===== config.mk =====
export PLATFORM = sky130hd
export DESIGN_NAME = cache_clk_gen
export DESIGN_NICKNAME = d
export VERILOG_FILES = /design/src/rtl/cache_clk_pkg.sv /design/src/rtl/cache_clk_decode.sv /design/src/rtl/cache_clk_shaper.sv /design/src/rtl/cache_clk_settle.sv /design/src/rtl/cache_clk_gen.sv
export SDC_FILE = /design/constraint.sdc
export NUM_CORES = 1
export LEC_CHECK = 0
export BUFFER_PORTS_ARGS = -buffer_cell sky130_fd_sc_hd__buf_2
export CORE_AREA = 2 2 41 58
export DETAILED_ROUTE_END_ITERATION = 10
export DIE_AREA = 0 0 43 60
export PLACE_DENSITY = 0.67
export RECOVER_POWER = 25
export SETUP_SLACK_MARGIN = 0.15
export SLEW_MARGIN = 5
export SYNTH_ARGS = -nofsm -noshare
export SYNTH_HDL_FRONTEND = slang
export SYNTH_HIERARCHICAL = 1
export SYNTH_SLANG_ARGS = --single-unit

===== constraint.sdc =====
create_clock -name clk2x -period 3.5 [get_ports clk2x]
set_input_delay 0.35 -clock clk2x [delete_from_list [all_inputs] [get_ports clk2x]]
set_output_delay 0.35 -clock clk2x [all_outputs]
set_load 0.02 [all_outputs]

===== src/rtl/cache_clk_pkg.sv =====
package cache_clk_pkg;
  localparam int CODE_W = 3;
  localparam int PER_W  = 4;

  typedef logic [CODE_W-1:0] ratio_t;
  typedef logic [PER_W-1:0]  per_t;

  // Output period in reference (2x) cycles for a ratio code; 0 means parked.
  function automatic per_t ratio_period(input ratio_t code);
    case (code)
      3'b001:  return per_t'(2);
      3'b010:  return per_t'(3);
      3'b011:  return per_t'(7);
      3'b100:  return per_t'(4);
      3'b101:  return per_t'(5);
      3'b110:  return per_t'(6);
      3'b111:  return per_t'(8);
      default: return per_t'(0);
    endcase
  endfunction

  // High-phase length: the shorter half of the period.
  function automatic per_t high_len(input per_t period);
    return period >> 1;
  endfunction
endpackage


===== src/rtl/cache_clk_decode.sv =====
module cache_clk_decode
  import cache_clk_pkg::*;
(
  input  ratio_t code,
  output per_t   period
);
  assign period = ratio_period(code);
endmodule


===== src/rtl/cache_clk_shaper.sv =====
module cache_clk_shaper
  import cache_clk_pkg::*;
(
  input  logic   clk2x,
  input  logic   rst_n,
  input  ratio_t code_in,
  input  logic   stop_hold,
  output logic   clk_q,
  output ratio_t act_code,
  output logic   boundary,
  output logic   apply_evt,
  output logic   period_end
);
  per_t   cnt;
  logic   running;
  per_t   act_per;
  per_t   act_high;
  per_t   nxt_per;
  per_t   cnt_inc;
  ratio_t nxt_code;

  cache_clk_decode act_dec_i (.code(act_code), .period(act_per));
  cache_clk_decode nxt_dec_i (.code(nxt_code), .period(nxt_per));

  assign act_high   = high_len(act_per);
  assign cnt_inc    = cnt + per_t'(1);
  assign boundary   = !running || (cnt == act_per - per_t'(1));
  assign apply_evt  = boundary && (code_in != act_code);
  assign nxt_code   = apply_evt ? code_in : act_code;
  assign period_end = running && boundary;

  always_ff @(posedge clk2x or negedge rst_n) begin
    if (!rst_n) begin
      act_code <= '0;
      running  <= 1'b0;
      cnt      <= '0;
      clk_q    <= 1'b0;
    end else if (boundary) begin
      act_code <= nxt_code;
      cnt      <= '0;
      if (nxt_per != '0 && !stop_hold) begin
        running <= 1'b1;
        clk_q   <= 1'b1;
      end else begin
        running <= 1'b0;
        clk_q   <= 1'b0;
      end
    end else begin
      cnt   <= cnt_inc;
      clk_q <= (cnt_inc < act_high);
    end
  end
endmodule


===== src/rtl/cache_clk_settle.sv =====
module cache_clk_settle #(
  parameter int SETTLE_PERIODS = 16
) (
  input  logic clk2x,
  input  logic rst_n,
  input  logic apply_evt,
  input  logic period_end,
  output logic ready
);
  localparam int SW = $clog2(SETTLE_PERIODS + 1);
  localparam logic [SW-1:0] LIMIT = SW'(SETTLE_PERIODS);

  logic [SW-1:0] done_cnt;

  always_ff @(posedge clk2x or negedge rst_n) begin
    if (!rst_n)
      done_cnt <= '0;
    else if (apply_evt)
      done_cnt <= '0;
    else if (period_end && done_cnt != LIMIT)
      done_cnt <= done_cnt + SW'(1);
  end

  assign ready = (done_cnt == LIMIT);
endmodule


===== src/rtl/cache_clk_gen.sv =====
module cache_clk_gen
  import cache_clk_pkg::*;
#(
  parameter int SETTLE_PERIODS = 16
) (
  input  logic       clk2x,
  input  logic       rst_n,
  input  logic [2:0] ratio_code,
  input  logic       stop_req,
  input  logic       stop_en,
  output logic       clk_out,
  output logic       dly_en,
  output logic       lock_ready
);
  ratio_t act_code;
  logic   boundary;
  logic   apply_evt;
  logic   period_end;
  logic   stop_hold;

  assign stop_hold = stop_req && stop_en;

  cache_clk_shaper shaper_i (
    .clk2x      (clk2x),
    .rst_n      (rst_n),
    .code_in    (ratio_code),
    .stop_hold  (stop_hold),
    .clk_q      (clk_out),
    .act_code   (act_code),
    .boundary   (boundary),
    .apply_evt  (apply_evt),
    .period_end (period_end)
  );

  cache_clk_settle #(.SETTLE_PERIODS(SETTLE_PERIODS)) settle_i (
    .clk2x      (clk2x),
    .rst_n      (rst_n),
    .apply_evt  (apply_evt),
    .period_end (period_end),
    .ready      (lock_ready)
  );

  assign dly_en = (act_code != '0);
endmodule


# Word level (Yosys, flattened, before mapping)
# Index checks and enable logic that the tools add are counted.
# op_classes
n_addsub,3
n_lt_le_gt_ge,1
eq_ne,18
mux,8
n_reduce_logical,11
# ops
cell,n
case mux 4 bit (7 select lines),2
== test 3 bit (second input constant),8
== test 3 x 2 -> 1 bit (second input constant),4
2-to-1 mux 5 bit,2
== test 3 x 1 -> 1 bit (second input constant),2
adder 5 x 1 -> 5 bit (second input constant),1
== test 5 bit (second input constant),1
logical AND 1 bit,5
!= test 5 bit (second input constant),1
adder 4 x 1 -> 4 bit (second input constant),1
== test 4 bit,1
< comparator 4 x 3 -> 1 bit,1
2-to-1 mux 4 bit,1
nonzero test 4 bit,1
subtractor 4 x 1 -> 4 bit (second input constant),1
2-to-1 mux 3 bit,1
!= test 3 bit,1
nonzero test 3 bit,1
logical NOT 1 bit,2
2-to-1 mux 1 bit,2
nonzero test 2 bit,1
logical OR 1 bit,1
# totals
ff_bits,14
inputBits,7
out_inout_bits,3
wordCells,46

# Longest topological paths before layout
# depth
word_depth,13
mapped_depth,13
mapped_depth_nobuf,12

# Hierarchy
# The synthesis kept the hierarchy.
# modules_own_cells
module,instances,cells_per_inst,area_each_um2,seq_area_each_um2
cache_clk_shaper,1,53,603.1,225.2
cache_clk_settle,1,27,280.3,125.1
cache_clk_decode,2,6,43.8,0.0
cache_clk_gen,1,2,12.5,0.0

# Worst setup path after synthesis
# No wires, ideal clock.
# synth_path
path_type,reg-to-reg
from,reg shaper_i.act_code[1]
to,reg shaper_i.clk_q
setup_ns,0.142
t_arrival_ns,2.760
required_time_ns,3.358
path_slack_ns,0.598
path_stages_with_launch,12
path_buffers,1
synth_period_minus_slack_ns,2.902
path_cell_list,dfrtp_1 -> mux2i_1 -> inv_1 -> ha_1 -> xor2_1 -> nand3_2 -> o21ai_4 -> buf_6 -> mux2_4 -> o21a_1 -> o41ai_1 -> mux2i_1
# synth_via
elab_chain_len,13
elab_cells_between_ends,27
cone_classes,add/sub: 1; order compare: 1; eq/ne: 16; mux: 5; reduce/logical: 4
# synth_rtl
element,line,source
from (decl),cache_clk_shaper.sv:9,"output ratio_t act_code,"
from (signal assigned),cache_clk_shaper.sv:39,act_code <= nxt_code;
"== test 3 bit, or another cell as far along",cache_clk_pkg.sv:10,case (code)
case mux 4 bit (7 select lines) (*),cache_clk_pkg.sv:10,
net shaper_i.act_per[0],cache_clk_shaper.sv:16,per_t act_per;
subtractor 4 x 1 -> 4 bit (*),cache_clk_shaper.sv:27,assign boundary = !running || (cnt == act_per - per_t'(1));
== test 4 bit (*),cache_clk_shaper.sv:27,
logical OR 1 bit (*),cache_clk_shaper.sv:27,
net boundary,cache_clk_gen.sv:16,logic boundary;
logical AND 1 bit (*),cache_clk_shaper.sv:28,assign apply_evt = boundary && (code_in != act_code);
2-to-1 mux 3 bit (*),cache_clk_shaper.sv:29,assign nxt_code = apply_evt ? code_in : act_code;
net shaper_i.nxt_code[1],cache_clk_shaper.sv:20,ratio_t nxt_code;
"== test 3 bit, or another cell as far along",cache_clk_pkg.sv:10,
case mux 4 bit (7 select lines) (*),cache_clk_pkg.sv:10,
net shaper_i.nxt_per[1],cache_clk_shaper.sv:18,per_t nxt_per;
nonzero test 4 bit (*),cache_clk_shaper.sv:41,if (nxt_per != '0 && !stop_hold) begin
logical AND 1 bit (*),cache_clk_shaper.sv:41,
2-to-1 mux 1 bit (*),cache_clk_shaper.sv:41,
2-to-1 mux 1 bit (*),cache_clk_shaper.sv:38,end else if (boundary) begin
to (signal assigned),cache_clk_shaper.sv:50,clk_q <= (cnt_inc < act_high);
to (decl),cache_clk_shaper.sv:8,"output logic clk_q,"
# The timed path passes the listed nets; every way through them passes the cells marked *.
# A chain may end at the register's enable or synchronous reset.

# Final worst setup path
# layout_path
from,reg shaper_i.act_code[2]
to,reg shaper_i.clk_q
# Same word-level chain as after synthesis.

==> flow_metrics.env <==
export IMPL_status="completed"
export IMPL_ys_warnings_count=6
export IMPL_cts_sinks=14
export IMPL_finalWeightedCongestion=0.806
export IMPL_port_buffer_count=9
export IMPL_grt_ovfl_total=0
export IMPL_synth_cell_area_um2=983
export IMPL_r2r_end="shaper_i/clk_q"
export IMPL_fin_crit_sh_pct=87.0
export IMPL_finalNetCount=124
export IMPL_n_antenna_cell=0
export IMPL_grt_pass1_wl_um=3100
export IMPL_slew_violations=0
export IMPL_die_area_mm2=0.00258
export IMPL_drt_iter0_drc=11
export IMPL_crit_type="reg2reg"
export IMPL_post_synth_num_cell_types=32
export IMPL_clock_latency_ns=0.27
export IMPL_cp_max_fo=8
export IMPL_ioPinCount=10
export IMPL_cts_buffer_depth=2
export IMPL_drt_pass1_iter_count=4
export IMPL_antenna_left=0
export IMPL_fill_cells=210
export IMPL_syn_to_final_growth_pct=12.5
export IMPL_max_slew_margin_pct=48.6
export IMPL_wl_per_cell_um=13.1
export IMPL_startpoint="shaper_i/act_code[2]"
export IMPL_grt_pass1_vias=693
export IMPL_vias=701
export IMPL_antenna_found_initial=0
export IMPL_core_mm2=0.00210
export IMPL_finalHoldViolations=0
export IMPL_cts_buffers=3
export IMPL_root_buffer="clkbuf_4"
export IMPL_drc=0
export IMPL_seq_area_um2=350
export IMPL_hp_class="in2reg"
export IMPL_start_kind="register"
export IMPL_rsz0062_at_grt="no"
export IMPL_critical_path_max_stage_delay_ns=0.49
export IMPL_vias_per_cell=5.35
export IMPL_critical_path_cell_chain="nand2_1, mux2i_1, inv_1, ha_1, xor2_1, nand3_2, o21ai_4, mux2_2, and3_2, o41ai_2, mux2i_1"
export IMPL_multiInputGateArea_um2=596
export IMPL_crit_required_ns=3.65
export IMPL_r2r_setup_slack_ns=0.45
export IMPL_netlist_instances=94
export IMPL_clk_pin_slew_ns=0.08
export IMPL_cpMostUsedCell="mux2i_1"
export IMPL_synth_avg_cell_area_um2=10.5
export IMPL_final_min_clock_period_ns=3.05
export IMPL_synth_nets=107
export IMPL_htree_num_levels=1
export IMPL_grt_max_degree=15
export IMPL_drv_cap=0
export IMPL_reg2reg_from="shaper_i/act_code[2]"
export IMPL_fmax_mhz=328
export IMPL_setup_violations=0
export IMPL_totalWireLength_um=1710
export IMPL_worst_r2r_path_depth=11
export IMPL_track_usage_pct=16.0
export IMPL_initial_core_util_pct=46.8
export IMPL_synth_ff_latch_count=14
export IMPL_rows=20
export IMPL_ys_seq_area_share_pct=35.6
export IMPL_dieHeight_um=60
export IMPL_critPathCaptureType="register"
export IMPL_tritoncts="built"
export IMPL_hpwl_um=1310
export IMPL_skew_ns=0.00308
export IMPL_crit_path_top_delay_cell="dfrtp_1"
export IMPL_fin_tns_setup_ns=0
export IMPL_drive_gt1_share_pct=29.4
export IMPL_worst_slew_pin_slew_ns=0.772
export IMPL_arrival_ns=3.20
export IMPL_die_w_um=43
export IMPL_critPathCapture="shaper_i/clk_q"
[cell type report]
class / instances / share of cell area [%]
flip-flops and latches: 14 / 31.7
well taps: 22 / 2.49
clock buffers: 3 / 2.04
repair buffers: 13 / 6.90
inverters: 9 / 3.05
multi-input cells: 70 / 53.8
[layout by cell type (no fill, tap or decap), types with 3 or more instances in the layout]
| cell type | count |
|---|---|
| mux2i_1 | 4 |
| inv_1 | 9 |
| nand2_1 | 5 |
| clkbuf_4 | 3 |
| mux2_2 | 5 |
| nor2_1 | 7 |
| dfrtp_1 | 14 |
| ha_1 | 6 |
| buf_2 | 8 |
| xor2_1 | 9 |
| buf_4 | 3 |
| xnor2_1 | 4 |
[what timing repair did]
action,in CTS,in global routing
gates resized for setup,0,1
endpoints found under the setup margin,0,2
hold buffers,1,0
buffers inserted,0,3
endpoints found under the hold margin,14,0
[cell families (layout without fill, tap and decap cells)]
logic type	Yosys count	after routing	share of synthesized area, %
adders and majority gates	6	6	7.63
and+or+nand+nor	31	31	18.6
DFF	14	14	35.6
AOI/OAI and AO/OA	8	8	6.87
buffers and inverters	10	25	4.58
xor gates and xnor gates	14	14	13.9
muxes	11	11	12.8
[through the flow]
step / instances / instance area, um^2 / util (%) / hold slack [ns] / setup WS (ns)
finish: 131 / 1110 / 52.6 / 0.355 / 0.455
detailed placement: 124 / 1040 / 49.7 / 0.270 / 0.253
global placement: 124 / 1040 / 49.7 / 0.265 / 0.335
CTS: 128 / 1080 / 51.2 / 0.346 / 0.249
floorplan: 94 / 983 / - / 0.0544 / 0.598
global route: 131 / 1110 / 52.6 / 0.355 / 0.152
[metal layers]
layer / share of wire (%) / track usage [%] / vias up
li1: - / - / 349
met1: 45 / 20.2 / 341
met2: 52 / 27.1 / 9
met3: 2.3 / 1.81 / 2
met4: 0.88 / 7.79 / 0
met5: 0 / 0 / -
[critical path, delay by kind of cell, from the launching register on]
| family | cells | cell delay [ns] |
|---|---|---|
| AO/OA/AOI/OAI | 2 | 0.59 |
| XOR/XNOR | 1 | 0.18 |
| adder cells (fa/ha/maj) | 1 | 0.31 |
| buffers and inverters | 1 | 0.08 |
| flip-flops | 1 | 0.49 |
| multiplexers | 3 | 0.80 |
| AND/OR/NAND/NOR | 3 | 0.47 |
[worst min path at each step]
stage,from,end,slack [ns],cells after the start
floorplan,rst_n,settle_i/done_cnt[0],0.05,0
global placement,rst_n,shaper_i/cnt[2],0.27,1
detailed placement,rst_n,shaper_i/cnt[2],0.27,1
CTS,ratio_code[0],shaper_i/act_code[0],0.35,2
global route,ratio_code[0],shaper_i/act_code[0],0.35,2
finish,ratio_code[0],shaper_i/act_code[0],0.35,2
[synth_stat cells (all sizes together)]
master  number  area (um^2)
a21boi       1         7.51
a21oi        1         5.00
and2         1         6.26
and2b        1         8.76
and3         2         15.0
and4bb       1         16.3
buf          1         11.3
dfrtp       14          350
ha           6         75.1
inv          9         33.8
mux2         7         86.3
mux2i        4         40.0
nand2        7         31.3
nand2b       2         12.5
nand3        2         15.0
nand3b       1         7.51
nand4        2         12.5
nor2         7         26.3
nor2b        1         8.76
nor3         2         10.0
o21a         2         15.0
o21ai        2         21.3
o31a         1         10.0
o41ai        1         8.76
or3          2         12.5
xnor2        4         35.0
xnor3        1         22.5
xor2         9         78.8
[registers in the layout, summed over array words and instances (netlist names)]
register	cells
settle_i/done_cnt	5
shaper_i/cnt	4
shaper_i/running	1
shaper_i/act_code	3
shaper_i/clk_q	1
Power is not shown: default switching activity piles up to over one toggle a cycle in this logic, so the estimate is an artifact.
